===== config.mk =====
export PLATFORM = sky130hd
export DESIGN_NAME = host_page_decoder
export DESIGN_NICKNAME = d
export VERILOG_FILES = /design/src/rtl/hpd_pkg.sv /design/src/rtl/hpd_ctrl_reg.sv /design/src/rtl/hpd_arbiter.sv /design/src/rtl/hpd_rdmux.sv /design/src/rtl/host_page_decoder.sv
export SDC_FILE = /design/constraint.sdc
export NUM_CORES = 1
export LEC_CHECK = 0
export ABC_AREA = 0
export BUFFER_PORTS_ARGS = -buffer_cell sky130_fd_sc_hd__buf_2
export CAP_MARGIN = 20
export CORE_AREA = 3 3 67 85
export CTS_BUF_LIST = sky130_fd_sc_hd__clkbuf_8
export CTS_CLUSTER_DIAMETER = 80
export DETAILED_ROUTE_END_ITERATION = 6
export DIE_AREA = 0 0 70 88
export PLACE_DENSITY = 0.66
export RECOVER_POWER = 100
export SYNTH_ARGS = -nofsm -noshare
export SYNTH_HDL_FRONTEND = slang
export SYNTH_HIERARCHICAL = 1
export SYNTH_SLANG_ARGS = --single-unit

===== constraint.sdc =====
create_clock -name clk -period 2.75 [get_ports clk]
set_clock_uncertainty 0.05 [all_clocks]
set_input_delay 0.1375 -clock clk [delete_from_list [all_inputs] [get_ports clk]]
set_output_delay 0.1375 -clock clk [all_outputs]
set_load 0.02 [all_outputs]

===== src/rtl/hpd_pkg.sv =====
package hpd_pkg;
  typedef enum logic [2:0] {
    TGT_CR   = 3'd0,
    TGT_DM   = 3'd1,
    TGT_CML  = 3'd2,
    TGT_CMH  = 3'd3,
    TGT_NONE = 3'd4
  } tgt_e;

  typedef enum logic [1:0] {
    ST_IDLE = 2'd0,
    ST_PEND = 2'd1,
    ST_RLAT = 2'd2,
    ST_FIN  = 2'd3
  } st_e;
endpackage


===== src/rtl/hpd_ctrl_reg.sv =====
module hpd_ctrl_reg
  import hpd_pkg::*;
#(
  parameter int DW   = 8,
  parameter int ST_W = 3,
  parameter int AW   = 6
) (
  input  logic          clk,
  input  logic          rst,
  input  logic          accept,
  input  logic          host_we,
  input  logic          page_sel,
  input  logic [DW-1:0] host_wdata,
  output logic [DW-1:0] cr_q,
  output logic          msg_mode,
  output logic [ST_W-1:0] stream,
  output tgt_e          tgt
);
  localparam int SPLIT_BIT = DW - 1;
  localparam int MSG_BIT   = DW - 2;
  localparam int SEL_LO    = ST_W;

  logic cr_wr;
  assign cr_wr = accept && host_we && !page_sel;

  always_ff @(posedge clk) begin
    if (rst) cr_q <= '0;
    else if (cr_wr) cr_q <= host_wdata;
  end

  assign msg_mode = cr_q[MSG_BIT];
  assign stream   = cr_q[ST_W-1:0];

  // Target decode from page line, split flag and memory select
  always_comb begin
    if (!page_sel) begin
      tgt = TGT_CR;
    end else if (cr_q[SPLIT_BIT]) begin
      tgt = host_we ? TGT_CML : TGT_DM;
    end else begin
      case (cr_q[SEL_LO+1:SEL_LO])
        2'b01:   tgt = host_we ? TGT_NONE : TGT_DM;
        2'b10:   tgt = TGT_CML;
        2'b11:   tgt = TGT_CMH;
        default: tgt = TGT_NONE;
      endcase
    end
  end

  // Register only changes on a register-page write
  p_cr_page0_only_r2: assert property (@(posedge clk) disable iff (rst)
    !(accept && host_we && !page_sel) |=> $stable(cr_q));

  // Unused-width guard
  initial assert (AW >= 2 && DW >= ST_W + 4);
endmodule


===== src/rtl/hpd_arbiter.sv =====
module hpd_arbiter
  import hpd_pkg::*;
#(
  parameter int DW  = 8,
  parameter int MAW = 8
) (
  input  logic           clk,
  input  logic           rst,
  input  logic           host_req,
  input  logic           host_we,
  input  tgt_e           tgt,
  input  logic [MAW-1:0] mem_idx,
  input  logic [DW-1:0]  host_wdata,
  input  logic           core_use,
  output logic           accept,
  output logic           busy,
  output logic           done,
  output logic           in_rlat,
  output tgt_e           pend_tgt,
  output logic [MAW-1:0] mem_addr,
  output logic [DW-1:0]  mem_wdata,
  output logic           dm_rd,
  output logic           cml_rd,
  output logic           cml_wr,
  output logic           cmh_rd,
  output logic           cmh_wr
);
  st_e  state;
  logic pend_we;
  logic grant;

  assign accept  = (state == ST_IDLE) && host_req;
  assign grant   = (state == ST_PEND) && !core_use;
  assign busy    = (state != ST_IDLE);
  assign done    = (state == ST_FIN);
  assign in_rlat = (state == ST_RLAT);

  always_ff @(posedge clk) begin
    if (rst) begin
      state     <= ST_IDLE;
      pend_tgt  <= TGT_NONE;
      pend_we   <= 1'b0;
      mem_addr  <= '0;
      mem_wdata <= '0;
    end else begin
      case (state)
        ST_IDLE: if (host_req) begin
          pend_tgt  <= tgt;
          pend_we   <= host_we;
          mem_addr  <= mem_idx;
          mem_wdata <= host_wdata;
          if (tgt == TGT_CR || tgt == TGT_NONE) state <= ST_FIN;
          else                                  state <= ST_PEND;
        end
        ST_PEND: if (!core_use) state <= pend_we ? ST_FIN : ST_RLAT;
        ST_RLAT: state <= ST_FIN;
        default: state <= ST_IDLE;
      endcase
    end
  end

  assign dm_rd  = grant && !pend_we && (pend_tgt == TGT_DM);
  assign cml_rd = grant && !pend_we && (pend_tgt == TGT_CML);
  assign cml_wr = grant &&  pend_we && (pend_tgt == TGT_CML);
  assign cmh_rd = grant && !pend_we && (pend_tgt == TGT_CMH);
  assign cmh_wr = grant &&  pend_we && (pend_tgt == TGT_CMH);

  p_core_exclusive_r9: assert property (@(posedge clk) disable iff (rst)
    (dm_rd || cml_rd || cml_wr || cmh_rd || cmh_wr) |-> !core_use);

  p_single_strobe_r5: assert property (@(posedge clk) disable iff (rst)
    $onehot0({dm_rd, cml_rd, cml_wr, cmh_rd, cmh_wr}));

  p_wait_holds_r9: assert property (@(posedge clk) disable iff (rst)
    (busy && !done && !in_rlat && core_use) |=> (busy && !done));

  p_addr_held_r4: assert property (@(posedge clk) disable iff (rst)
    (busy && !done) |=> $stable(mem_addr));

  p_done_pulse_r10: assert property (@(posedge clk) disable iff (rst)
    done |=> !done);
endmodule


===== src/rtl/hpd_rdmux.sv =====
module hpd_rdmux
  import hpd_pkg::*;
#(
  parameter int DW = 8
) (
  input  logic          clk,
  input  logic          rst,
  input  logic          accept,
  input  logic          host_we,
  input  tgt_e          tgt,
  input  logic [DW-1:0] cr_q,
  input  logic          in_rlat,
  input  tgt_e          pend_tgt,
  input  logic [DW-1:0] dm_rdata,
  input  logic [DW-1:0] cml_rdata,
  input  logic [DW-1:0] cmh_rdata,
  output logic [DW-1:0] rdata
);
  logic [DW-1:0] mem_sel;

  always_comb begin
    case (pend_tgt)
      TGT_DM:  mem_sel = dm_rdata;
      TGT_CML: mem_sel = cml_rdata;
      TGT_CMH: mem_sel = cmh_rdata;
      default: mem_sel = '0;
    endcase
  end

  always_ff @(posedge clk) begin
    if (rst) begin
      rdata <= '0;
    end else if (accept && !host_we && tgt == TGT_CR) begin
      rdata <= cr_q;
    end else if (accept && !host_we && tgt == TGT_NONE) begin
      rdata <= '0;
    end else if (in_rlat) begin
      rdata <= mem_sel;
    end
  end
endmodule


===== src/rtl/host_page_decoder.sv =====
module host_page_decoder
  import hpd_pkg::*;
#(
  parameter int DW   = 8,
  parameter int CH_W = 5,
  parameter int ST_W = 3,
  localparam int AW  = CH_W + 1,
  localparam int MAW = ST_W + CH_W
) (
  input  logic           clk,
  input  logic           rst,
  input  logic           host_req,
  input  logic           host_we,
  input  logic [AW-1:0]  host_addr,
  input  logic [DW-1:0]  host_wdata,
  output logic [DW-1:0]  host_rdata,
  output logic           host_busy,
  output logic           host_done,
  output logic           msg_mode,
  input  logic           core_use,
  output logic [MAW-1:0] mem_addr,
  output logic [DW-1:0]  mem_wdata,
  output logic           dm_rd,
  input  logic [DW-1:0]  dm_rdata,
  output logic           cml_rd,
  output logic           cml_wr,
  input  logic [DW-1:0]  cml_rdata,
  output logic           cmh_rd,
  output logic           cmh_wr,
  input  logic [DW-1:0]  cmh_rdata
);
  logic [DW-1:0]   cr_q;
  logic [ST_W-1:0] stream;
  logic [MAW-1:0]  mem_idx;
  logic            accept, in_rlat;
  tgt_e            tgt, pend_tgt;

  assign mem_idx = {stream, host_addr[CH_W-1:0]};

  hpd_ctrl_reg #(.DW(DW), .ST_W(ST_W), .AW(AW)) u_cr (
    .clk(clk), .rst(rst), .accept(accept), .host_we(host_we),
    .page_sel(host_addr[AW-1]), .host_wdata(host_wdata),
    .cr_q(cr_q), .msg_mode(msg_mode), .stream(stream), .tgt(tgt)
  );

  hpd_arbiter #(.DW(DW), .MAW(MAW)) u_arb (
    .clk(clk), .rst(rst), .host_req(host_req), .host_we(host_we),
    .tgt(tgt), .mem_idx(mem_idx), .host_wdata(host_wdata),
    .core_use(core_use), .accept(accept), .busy(host_busy),
    .done(host_done), .in_rlat(in_rlat), .pend_tgt(pend_tgt),
    .mem_addr(mem_addr), .mem_wdata(mem_wdata),
    .dm_rd(dm_rd), .cml_rd(cml_rd), .cml_wr(cml_wr),
    .cmh_rd(cmh_rd), .cmh_wr(cmh_wr)
  );

  hpd_rdmux #(.DW(DW)) u_rd (
    .clk(clk), .rst(rst), .accept(accept), .host_we(host_we),
    .tgt(tgt), .cr_q(cr_q), .in_rlat(in_rlat), .pend_tgt(pend_tgt),
    .dm_rdata(dm_rdata), .cml_rdata(cml_rdata), .cmh_rdata(cmh_rdata),
    .rdata(host_rdata)
  );

  // Message flag follows register bit 6 one cycle after a register write
  p_msg_follows_r3: assert property (@(posedge clk) disable iff (rst)
    (host_req && !host_busy && host_we && !host_addr[AW-1])
      |=> (msg_mode == $past(host_wdata[DW-2])));
endmodule


# Word-level counts from Yosys, hierarchy flattened
# Cells that the tools add are included.
dict set report classes {
  add_sub_neg 0
  multipliers 0
  div_mod_pow 0
  order_cmp 0
  n_eq_ne 12
  n_shift 0
  mux 14
  bitwise_logic 0
  reduce_logical 25
}
# cell n
set ops {}
lappend ops {{8-bit 2-to-1 mux} 3}
lappend ops {{8-bit one-hot mux with 3 select lines} 1}
lappend ops {{1-bit logical AND} 14}
lappend ops {{3-bit 2-to-1 mux} 3}
lappend ops {{3-bit one-hot mux with 3 select lines} 1}
lappend ops {{2-bit equality test, second input constant} 4}
lappend ops {{2-bit 2-to-1 mux} 4}
lappend ops {{3-bit by 2-bit equality test with 1-bit output, second input constant} 2}
lappend ops {{2-bit one-hot mux with 3 select lines} 1}
lappend ops {{2-bit by 1-bit equality test with 1-bit output, second input constant} 2}
lappend ops {{1-bit zero test} 4}
lappend ops {{2-bit != test, second input constant} 2}
lappend ops {{2-bit AND reduction} 2}
lappend ops {{3-bit by 1-bit equality test with 1-bit output, second input constant} 1}
lappend ops {{3-bit equality test, second input constant} 1}
lappend ops {{3-bit zero test} 1}
lappend ops {{3-bit nonzero test} 1}
lappend ops {{2-bit zero test} 1}
lappend ops {{2-bit nonzero test} 1}
lappend ops {{1-bit logical OR} 1}
lappend ops {{1-bit 2-to-1 mux} 1}
dict set report totals {
  register_bits 38
  latch_bits 0
  mem_bits_rw 0
  rom_bits 0
  output_inout_bits 32
  elab_cells 58
  mem_count 0
}

# Longest topological paths before layout
# Gate-level depths: netlist of the first run.
dict set report logic_depth {
  word_depth 9
  depth_mapped 10
}

# Hierarchy
# Netlist of the first run, hierarchy kept.
# module instances cells_per_inst area_per_inst_um2 seq_area_each_um2
set modules_own_cells {}
lappend modules_own_cells {hpd_arbiter 1 118 952.2 440.4}
lappend modules_own_cells {hpd_rdmux 1 61 566.8 160.2}
lappend modules_own_cells {hpd_ctrl_reg 1 46 440.4 160.2}

# Least setup slack after synthesis of the first run
# No wires, ideal clock.
dict set report synth_path {
  path_kind {register to register}
  from {reg u_arb.state[0]}
  to {reg u_rd.rdata[1]}
  setup_ns 0.128
  arrival_ns 1.696
  t_required_ns 2.572
  path_slack_ns 0.876
  path_stages_with_launch 11
  period_less_slack_ns 1.874
  cell_sequence {dfxtp_1 inv_1 ha_1 nand2_2 inv_2 buf_6 nor4b_4 nor2b_1 buf_4 a221oi_1 nor3_1}
}
dict set report synth_between {
  elab_chain_cells 6
}
# item line
set synth_rtl {}
lappend synth_rtl {{from (decl)} hpd_arbiter.sv:28} ;# st_e state;
lappend synth_rtl {{from (signal assigned)} hpd_arbiter.sv:55} ;# ST_PEND: if (!core_use) state <= pend_we ? ST_FIN : ST_RLAT;
lappend synth_rtl {{2-bit zero test *} hpd_arbiter.sv:32} ;# assign accept = (state == ST_IDLE) && host_req;
lappend synth_rtl {{1-bit logical AND *} hpd_arbiter.sv:32}
lappend synth_rtl {{via accept} host_page_decoder.sv:35} ;# logic accept, in_rlat;
lappend synth_rtl {{1-bit logical AND *} {hpd_rdmux.sv:33, hpd_rdmux.sv:35}}
lappend synth_rtl {{1-bit logical AND} hpd_rdmux.sv:35} ;# end else if (accept && !host_we && tgt == TGT_NONE) begin
lappend synth_rtl {{8-bit 2-to-1 mux} hpd_rdmux.sv:35}
lappend synth_rtl {{8-bit 2-to-1 mux} hpd_rdmux.sv:33} ;# end else if (accept && !host_we && tgt == TGT_CR) begin
lappend synth_rtl {{to (signal assigned)} hpd_rdmux.sv:34} ;# rdata <= cr_q;
lappend synth_rtl {{to (signal assigned)} hpd_rdmux.sv:38} ;# rdata <= mem_sel;
lappend synth_rtl {{to (decl)} hpd_rdmux.sv:17} ;# output logic [DW-1:0] rdata
# The timed path passes the listed nets; every way through them passes the cells marked *.
# A chain may end at the register's enable or synchronous reset.

# Worst setup path after layout of the first run
dict set report layout_path {
  from {reg u_arb.state[0]}
  to {reg u_rd.rdata[6]}
}
# Same word-level chain as after synthesis.

==> results of run 1 <==
## cell usage in the layout, fill, tap and decap left out, types with 2 or more instances in the layout
cell and count:
a211o_1 2, a21oi_1 22, a221oi_1 7, a22o_1 8, buf_2 42, clkbuf_1 33, clkbuf_8 6, dfxtp_1 38
ha_1 5, inv_1 4, mux2_2 7, mux2i_1 8, nand2_1 44, nand2b_1 19, nand3b_1 2, nand4b_1 2
nor2_1 13, nor2b_1 3, nor3_1 10
## worst min-delay path: cells and delay by family
family	cells	cell delay, ns
simple gates	1	0.05
compound gates	1	0.05
buf+inv	1	0.10
## final timing paths
check	slack, ns	startpoint	endpoint
worst max-delay path	0.62	u_arb/state[0]	u_rd/rdata[6]
worst min-delay path	0.04	host_addr[3]	u_arb/mem_addr[3]
worst max register to register	0.62	u_arb/state[0]	u_rd/rdata[6]
worst min register to register	0.40	u_arb/mem_addr[4]	u_arb/mem_addr[4]
## stage by stage
stage	power [mW]	worst slack (ns)	hold WS (ns)
2_1_floorplan	1.29	0.876	0.190
3_5_place_dp	1.48	0.637	0.338
6_report	1.81	0.622	0.0396
5_1_grt	1.95	0.348	0.0371
4_1_cts	1.87	0.630	0.0274
3_3_place_gp	1.47	0.700	0.332
## flip-flops by register name, indices dropped and copies added, names as in the netlist
| name | count |
|---|---|
| u_arb/mem_wdata | 8 |
| u_arb/mem_addr | 8 |
| u_cr/cr_q | 8 |
| u_arb/pend_tgt | 3 |
| u_arb/state | 2 |
| u_rd/rdata | 8 |
| u_arb/pend_we | 1 |
## cell families after synthesis
| group | count (synthesis) | synth area share, % |
|---|---|---|
| AO/OA/AOI/OAI | 44 | 16.0 |
| adder cells (fa/ha/maj) | 5 | 3.19 |
| buffers and inverters | 22 | 6.96 |
| flip-flops | 38 | 38.8 |
| multiplexers | 16 | 8.88 |
| AND/OR/NAND/NOR | 100 | 26.1 |
## power groups by stage
stage	registers [mW]	logic [mW]	clock network, mW
finish	0.734	0.693	0.381
global route	0.749	0.778	0.423
CTS	0.732	0.742	0.399
detailed placement	0.744	0.739	0
global placement	0.742	0.732	0
floorplan	0.832	0.458	0
## final cells by class
| type | instances | share of cell area (%) |
|---|---|---|
| clock buffer | 6 | 3.53 |
| clock inverter | 2 | 0.375 |
| inverter | 4 | 0.642 |
| multi-input combinational | 165 | 45.0 |
| sequential | 38 | 32.5 |
| tap | 62 | 3.32 |
| timing repair buffer | 76 | 14.6 |
## metal layers
| layer | track usage, % | part of all wire, % |
|---|---|---|
| met1 | 18.1 | 44 |
| met2 | 25.9 | 50 |
| met3 | 4.71 | 5.5 |
| met4 | 5.05 | 0.94 |
| met5 | 0 | 0 |
==> impl_metrics.py, run 1 <==
metrics = {
    "min_path": {
        "holdPathStages": 3,
        "hold_class": "input port to register",
    },
    "power_and_ir_drop": {
        "power.share.clock_pct": 21.1,
        "pwr-share-comb_pct": 38.3,
        "swShare_pct": 39.0,
        "p_leak_nw": 0.917,
        "seqPwrFrac_pct": 40.6,
        "p_switching_mw": 0.706,
        "power.internal_mw": 1.10,
        "ir_drop_mv": 0.381,
        "p_per_area_nw_per_um2": 773,
    },
    "synth": {
        "postSynth.asyncResetShare_pct": 0,
        "yosys_most_used_dff": "dfxtp_1",
        "yosys.cell_count.top_type": "nand2_1",
        "yosysSeqAreaShare_pct": 38.8,
        "synthDistinctLibCells": 36,
        "synthesis.nets": 273,
        "avgSynthCellArea_um2": 8.71,
        "yosys-top-cells-area": "dfxtp_1, nand2_1, nand2b_1, a21oi_1, mux2i_1",
        "yosys-top-cells-count": "nand2_1, dfxtp_1, a21oi_1, nand2b_1, nor2_1",
        "syn_inst": 225,
        "ys_warn_count": 6,
        "syn_area_um2": 1960,
        "synth_seq_cells": 38,
        "synth_top_cell_by_area": "dfxtp_1",
        "synth-edff-count": 0,
        "synth_top_area_share_pct": 38.8,
    },
    "route": {
        "drc": 0,
        "vias_per_cell": 4.97,
        "num_vias": 1753,
        "wl_per_cell_um": 13.2,
        "first_pass_iters": 6,
        "drt-total-wl_mm": 4.67,
        "drt_iter0_drc": 142,
        "antenna_left": 0,
    },
    "clock_tree": {
        "cts.repair.resized": 0,
        "cts_root_buffer": "clkbuf_8",
        "clock_path_buffers": 2,
        "cts_tree": "built",
        "cts.sinks": 38,
        "htreeDepth": 2,
        "post-cts-setup-buffers": 0,
        "clock_latency_ns": 0.28,
        "holdBufCountCts": 0,
        "cts-buffers-inserted": 5,
        "clk_pin_slew_ns": 0.07,
    },
    "floorplanning": {
        "die-height_um": 88,
        "core-area_um2": 5010,
        "ioPinCount": 75,
        "die_area_um2": 6160,
        "start_util_pct": 39.1,
        "row_count": 29,
        "dieWidth_um": 70,
    },
    "cells_and_area": {
        "final_cells": 353,
        "n_fill_cell": 510,
        "syn_to_final_growth_pct": 19.3,
        "drive_gt1_share_pct": 21.3,
        "multiInputGateArea_um2": 1050,
        "final_util_pct": 46.7,
        "regArea_um2": 761,
        "final_cell_area_um2": 2340,
        "diodes": 0,
        "final_nets": 338,
    },
    "placed_design": {
        "hpwlAfterDp_mm": 3.50,
        "post_dp_cell_area_um2": 2300,
        "gp_congestion": 0.778,
        "io_buffers": 74,
        "place_inst": 345,
    },
    "worst_setup_path": {
        "start_kind": "register",
        "cp_max_fo": 8,
        "crit_buf_inv": 2,
        "cp_cell_sequence": "inv_1 -> ha_1 -> nand2_1 -> clkinv_1 -> nor4b_4 -> nor2b_1 -> a221oi_1 -> nor3_1",
        "critPathKind": "register to register",
        "cp.depth": 8,
        "reg2reg_depth": 8,
        "end_kind": "register",
        "max_stage_delay_ns": 0.54,
        "cp_data_arrival_time_ns": 2.29,
        "path_delay_family": "simple AND/OR/NAND/NOR gates",
        "required_ns": 2.91,
        "crit_path_top_delay_cell": "nor2b_1",
    },
    "sta": {
        "timing.setup.tns_ns": 0,
        "setup_viol": 0,
        "rsz0062_at_grt": "false",
        "max-slew-margin-rel_pct": 38.3,
        "clock.fmax_mhz": 470,
        "min_period_over_period_pct": 77.4,
        "hold_viol_final": 0,
        "tightest_slew_ns": 0.926,
        "drv_slew": 0,
        "period_minus_slack_ns": 2.13,
    },
    "job": {
        "drv_cap": 0,
    },
    "grt": {
        "grt_start_max_net_pins": 48,
        "grt_pass1_vias": 1601,
        "grt-ovfl-total": 0,
        "grtUsageTotal_pct": 15.1,
        "antenna_found_initial": 0,
        "grt_first_pass_wirelength_mm": 7.50,
    },
    "run_status": {
        "status": "finished, final reports clean",
    },
}
(Power assumes the default switching activity.)
==> inputs of run 2 (changes only) <==
--- a/config.mk
+++ b/config.mk
@@ -5,15 +5,15 @@
 export SDC_FILE = /design/constraint.sdc
 export NUM_CORES = 1
 export LEC_CHECK = 0
-export ABC_AREA = 0
+export ABC_AREA = 1
 export BUFFER_PORTS_ARGS = -buffer_cell sky130_fd_sc_hd__buf_2
 export CAP_MARGIN = 20
-export CORE_AREA = 3 3 67 85
+export CORE_AREA = 3 3 70 88
 export CTS_BUF_LIST = sky130_fd_sc_hd__clkbuf_8
 export CTS_CLUSTER_DIAMETER = 80
 export DETAILED_ROUTE_END_ITERATION = 6
-export DIE_AREA = 0 0 70 88
-export PLACE_DENSITY = 0.66
+export DIE_AREA = 0 0 73 91
+export PLACE_DENSITY = 0.67
 export RECOVER_POWER = 100
 export SYNTH_ARGS = -nofsm -noshare
 export SYNTH_HDL_FRONTEND = slang
==> constraint.sdc (replaced) <==
create_clock -name clk -period 1.8 [get_ports clk]
set_clock_uncertainty 0.05 [all_clocks]
set_input_delay 0.09 -clock clk [delete_from_list [all_inputs] [get_ports clk]]
set_output_delay 0.09 -clock clk [all_outputs]
set_load 0.02 [all_outputs]
==> impl_metrics.py, run 2 <==
metrics = {
    "grt": {
        "gr-usage-met2_pct": 27.5,
        "grt-ovfl-total": 0,
        "grt_start_max_net_pins": 24,
        "grtUsageMet3_pct": 4.32,
        "grtUsageTotal_pct": 16.1,
        "busiest_layer": "met2",
        "met1_usage_pct": 19.6,
        "grt_pass1_vias": 2005,
        "antenna_found_initial": 0,
        "grt_first_pass_wirelength_mm": 8.81,
    },
    "worst_setup_path": {
        "rrSetupSlack_ns": 0.14,
        "critPathKind": "register to output pin",
        "required_ns": 1.66,
        "r2r-start": "u_arb/state[1]",
        "cp_data_arrival_time_ns": 1.54,
        "cp_cell_sequence": "buf_4 -> ha_2 -> nand2_1 -> or2_2 -> nor2_1 -> clkbuf_2",
        "end_kind": "output pin",
        "crit_path_top_delay_cell": "dfxtp_1",
        "start_kind": "register",
        "cp_max_fo": 4,
        "max_stage_delay_ns": 0.33,
        "reg2reg_depth": 10,
        "worst_r2r_endpoint": "u_rd/rdata[1]",
    },
    "synth": {
        "yosys-top-cells-count": "nor2_1, nand2_1, dfxtp_1, nand4_1, inv_1",
        "avgSynthCellArea_um2": 7.10,
        "ys_warn_count": 6,
        "yosysSeqAreaShare_pct": 35.7,
        "yosys-top-cells-area": "dfxtp_1, nor2_1, nand4_1, nand2_1, o21ai_0",
        "yosys.cell_count.top_type": "nor2_1",
        "synth_top_cell_by_area": "dfxtp_1",
        "yosys_most_used_dff": "dfxtp_1",
        "synth-edff-count": 0,
        "postSynth.asyncResetShare_pct": 0,
        "synthesis.nets": 348,
        "synth_top_area_share_pct": 35.7,
        "syn_inst": 300,
        "synthDistinctLibCells": 28,
        "syn_area_um2": 2130,
        "synth_seq_cells": 38,
    },
    "power_and_ir_drop": {
        "ir_drop_mv": 0.707,
        "p_total_mw": 3.59,
        "p_per_area_nw_per_um2": 1350,
        "p_leak_nw": 1.18,
    },
    "floorplanning": {
        "dieWidth_um": 73,
        "die_area_um2": 6640,
        "start_util_pct": 39.1,
        "ioPinCount": 75,
        "row_count": 30,
        "die-height_um": 91,
        "core-area_um2": 5440,
    },
    "route": {
        "first_pass_iters": 4,
        "vias_per_cell": 4.84,
        "drt_iter0_drc": 84,
        "drt-total-wl_mm": 5.24,
        "antenna_left": 0,
        "drc": 0,
        "wl_per_cell_um": 11.8,
        "num_vias": 2142,
    },
    "sta": {
        "tightest_slew_ns": 0.505,
        "rsz0062_at_grt": "false",
        "timing.setup.tns_ns": 0,
        "drv_slew": 0,
        "clock.fmax_mhz": 596,
        "max-slew-margin-rel_pct": 66.3,
        "hold_viol_final": 0,
        "setup_slack_ns": 0.121,
        "setup_viol": 0,
        "min_period_over_period_pct": 93.3,
        "period_minus_slack_ns": 1.68,
    },
    "clock_tree": {
        "cts_root_buffer": "clkbuf_8",
        "clock_path_buffers": 2,
        "cts-buffers-inserted": 5,
        "htreeDepth": 2,
        "clock_latency_ns": 0.28,
        "cts_tree": "built",
        "cts.sinks": 38,
        "clk_pin_slew_ns": 0.07,
    },
    "cells_and_area": {
        "final_cell_area_um2": 2660,
        "syn_to_final_growth_pct": 24.8,
        "final_cell_mix": "nor2_1, nand2_1, buf_2",
        "final_common_cell": "nor2_1",
        "final_nets": 427,
        "drive_gt1_share_pct": 23.7,
        "diodes": 0,
    },
    "min_path": {
        "min-delay-start": "host_wdata[0]",
        "holdPathStages": 3,
        "holdPathEnd": "u_cr/cr_q[0]",
        "hold_class": "input port to register",
    },
    "placed_design": {
        "hpwlAfterDp_mm": 3.81,
        "io_buffers": 74,
        "gp_congestion": 0.737,
        "post_dp_cell_area_um2": 2490,
        "place_ws_ns": 0.116,
    },
    "job": {
        "drv_cap": 0,
    },
    "run_status": {
        "status": "finished, final reports clean",
    },
}
run 2: cell count changes in the layout (fill, tap and decap cells not counted), moves of 16 or more:
cell,before,now
o21ai_0,1,22
inv_1,4,20
nor2_1,13,62
nand2b_1,19,0
nand4_1,0,30
a21oi_1,22,6
run 2: per-layer routing:
metal	up-vias	routed length [µm]
met4	0	55
met1	931	2250
met3	6	396
met2	69	2540
li1	1136	-
met5	-	0
run 2: cell type report:
class	count	area, µm²
Clock inverter	1	30.0
Inverter	34	130
Clock buffer	6	82.6
Sequential cell	38	761
Timing Repair Buffer	90	470
Fill cell	567	2780
Tap cell	64	80.1
Multi-Input combinational cell	210	1110
run 2: repair_timing:
action	in CTS	in global routing
resized for setup	0	4
hold endpoints to repair	9	0
hold buffers	9	0
setup buffers	0	1
endpoints found under the setup margin	0	8
run 2: kinds of logic after synthesis:
group | after synthesis | synth area share, %
fa+ha+maj | 5 | 2.94
simple gates | 160 | 35.1
flops | 38 | 35.7
compound gates | 45 | 13.7
buf+inv | 52 | 12.6
run 2: worst max-delay path: cells and delay by family (launching register included):
family	cells	cell delay (ns)
fa+ha+maj	1	0.19
buf+inv	2	0.30
flops	1	0.33
simple gates	3	0.42
run 2: how the worst max path moves through the flow:
stage                         end  cells after the start  slack, ns            from
floorplan           u_rd/rdata[0]                     13       0.04  u_arb/state[0]
global placement    u_rd/rdata[5]                      8       0.12    u_cr/cr_q[7]
detailed placement  u_rd/rdata[5]                      8       0.12    u_cr/cr_q[7]
CTS                        cmh_wr                      6        0.1  u_arb/state[0]
global route               cml_wr                      6      0.002  u_arb/state[0]
finish                     cmh_wr                      6       0.12  u_arb/state[0]
run 2: where the power goes:
part	total [mW]	switching [mW]	internal, mW
clock network	0.728	0.285	0.443
registers	1.23	0.156	1.08
logic	1.62	1.11	0.513
run 2: metrics by stage:
| stage | utilization, % | cells | hold slack (ns) |
|---|---|---|---|
| finish | 48.9 | 443 | 0.00528 |
| global route | 48.9 | 443 | 0.0114 |
| CTS | 49.4 | 442 | 0.000735 |
| detailed placement | 45.7 | 426 | 0.284 |
| global placement | 45.7 | 426 | 0.280 |
| floorplan | - | 300 | 0.109 |
==> inputs of run 3 (changes only) <==
--- a/config.mk
+++ b/config.mk
@@ -8,12 +8,12 @@
 export ABC_AREA = 1
 export BUFFER_PORTS_ARGS = -buffer_cell sky130_fd_sc_hd__buf_2
 export CAP_MARGIN = 20
-export CORE_AREA = 3 3 70 88
+export CORE_AREA = 3 3 65 82
 export CTS_BUF_LIST = sky130_fd_sc_hd__clkbuf_8
 export CTS_CLUSTER_DIAMETER = 80
 export DETAILED_ROUTE_END_ITERATION = 6
-export DIE_AREA = 0 0 73 91
-export PLACE_DENSITY = 0.67
+export DIE_AREA = 0 0 68 85
+export PLACE_DENSITY = 0.76
 export RECOVER_POWER = 100
 export SYNTH_ARGS = -nofsm -noshare
 export SYNTH_HDL_FRONTEND = slang
==> impl_metrics.py, run 3 (synthesis results as in run 2) <==
metrics = {
    "clock_tree": {
        "htreeDepth": 2,
        "clk_pin_slew_ns": 0.08,
        "cts-buffers-inserted": 5,
        "cts_tree": "built",
        "clock_path_buffers": 2,
        "clock_latency_ns": 0.29,
        "cts_root_buffer": "clkbuf_8",
        "cts.sinks": 38,
    },
    "sta": {
        "whs_ns": -0.000569,
        "clock.fmax_mhz": 579,
        "drv_slew": 0,
        "tightest_slew_ns": 0.490,
        "hold_viol_final": 2,
        "setup_viol": 0,
        "period_minus_slack_ns": 1.73,
        "max-slew-margin-rel_pct": 67.3,
        "setup_slack_ns": 0.0734,
        "min_period_over_period_pct": 95.9,
    },
    "grt": {
        "grtUsageTotal_pct": 18.4,
        "grt_first_pass_wirelength_mm": 8.46,
        "grt_pass1_vias": 2045,
        "grt_start_max_net_pins": 24,
        "grt-ovfl-total": 0,
        "antenna_found_initial": 0,
    },
    "job": {
        "drv_cap": 0,
    },
    "min_path": {
        "hold_class": "input port to register",
    },
    "power_and_ir_drop": {
        "p_leak_nw": 1.17,
        "power.internal_mw": 1.91,
        "p_switching_mw": 1.56,
        "p_per_area_nw_per_um2": 1320,
        "seqPwrFrac_pct": 35.5,
        "pwr-share-comb_pct": 47.1,
        "power.share.clock_pct": 17.4,
        "ir_drop_mv": 0.839,
        "swShare_pct": 45.0,
    },
    "worst_setup_path": {
        "path_delay_family": "simple AND/OR/NAND/NOR gates",
        "start_kind": "register",
        "end_kind": "output pin",
        "crit_buf_inv": 2,
        "cp_data_arrival_time_ns": 1.59,
        "crit_path_top_delay_cell": "dfxtp_1",
        "required_ns": 1.66,
        "max_stage_delay_ns": 0.35,
        "critPathKind": "register to output pin",
        "cp_max_fo": 4,
        "cp_cell_sequence": "buf_4 -> ha_2 -> nand2_1 -> or2_2 -> nor2_1 -> buf_2",
    },
    "route": {
        "drt-total-wl_mm": 5.06,
        "drt_iter0_drc": 59,
        "vias_per_cell": 4.84,
        "drc": 0,
        "num_vias": 2124,
        "wl_per_cell_um": 11.5,
        "first_pass_iters": 4,
        "antenna_left": 0,
    },
    "floorplanning": {
        "start_util_pct": 45.4,
        "core-area_um2": 4690,
        "row_count": 28,
        "die-height_um": 85,
        "die_area_um2": 5780,
        "dieWidth_um": 68,
        "ioPinCount": 75,
    },
    "cells_and_area": {
        "final_nets": 426,
        "diodes": 0,
        "final_util_pct": 56.1,
        "syn_to_final_growth_pct": 23.5,
        "n_fill_cell": 487,
        "final_common_cell": "nor2_1",
        "drive_gt1_share_pct": 24.0,
        "final_cell_mix": "nor2_1, nand2_1, buf_2",
    },
    "placed_design": {
        "hpwlAfterDp_mm": 3.70,
        "place_ws_ns": 0.105,
        "io_buffers": 74,
        "gp_congestion": 0.815,
    },
    "run_status": {
        "status": "finished with violations",
        "violations": "negative hold slack",
    },
}
-- run 3: path summary, 6_finish.rpt --
kind                            from                  to  slack (ns)  cells after the start
hold / removal         host_wdata[1]        u_cr/cr_q[1]     -0.0006                      3
hold reg to reg   u_arb/mem_wdata[1]  u_arb/mem_wdata[1]        0.44                      2
setup / recovery      u_arb/state[0]              cml_wr        0.07                      6
setup reg to reg      u_arb/state[0]       u_rd/rdata[1]        0.12                     11
-- run 3: area by class of cell --
cell class	count	area (µm²)	share of cell area, %
clock inverter	2	12.5	0.476
inverter	34	130	4.95
timing repair buffer	89	467	17.7
tap	60	75.1	2.85
clock buffer	6	82.6	3.14
multi-input combinational	210	1100	41.9
sequential	38	761	28.9
-- run 3: routing by layer --
layer | up-vias | global-route usage, % | share of wire, %
met3 | 7 | 5.56 | 8.3
met2 | 76 | 32.4 | 48
met1 | 909 | 20.8 | 43
met4 | 0 | 5.06 | 1.1
met5 | - | 0 | 0
li1 | 1132 | - | -
-- run 3: tightest hold or removal path, cell delays in order --
cell,delay [ns]
buf_2,0.09
nor2_1,0.04
nor2_1,0.09
-- run 3: repair_timing --
item	CTS	global route
buffers inserted	0	1
resized for setup	0	6
hold buffers	8	0
endpoints found under the setup margin	0	14
endpoints found under the hold margin	9	0
-- run 3: power groups by stage --
stage / combinational, mW / sequential (mW) / clock (mW)
after floorplan: 1.11 / 1.45 / 0
after global placement: 1.64 / 1.23 / 0
after detailed placement: 1.68 / 1.24 / 0
after CTS: 1.69 / 1.23 / 0.624
after global routing: 1.83 / 1.27 / 0.665
final: 1.63 / 1.23 / 0.605
-- run 3: metrics by stage --
| step | std cells | hold WS, ns | instance area, µm² | setup TNS (ns) | total power [mW] |
|---|---|---|---|---|---|
| after global placement | 422 | 0.281 | 2480 | 0 | 2.87 |
| after detailed placement | 422 | 0.287 | 2480 | 0 | 2.92 |
| after floorplan | 300 | 0.109 | 2130 | 0 | 2.56 |
| after CTS | 438 | 0.00000222 | 2660 | 0 | 3.54 |
| after global routing | 439 | 0.00606 | 2630 | -0.0114 | 3.77 |
| final | 439 | -0.000569 | 2630 | 0 | 3.47 |
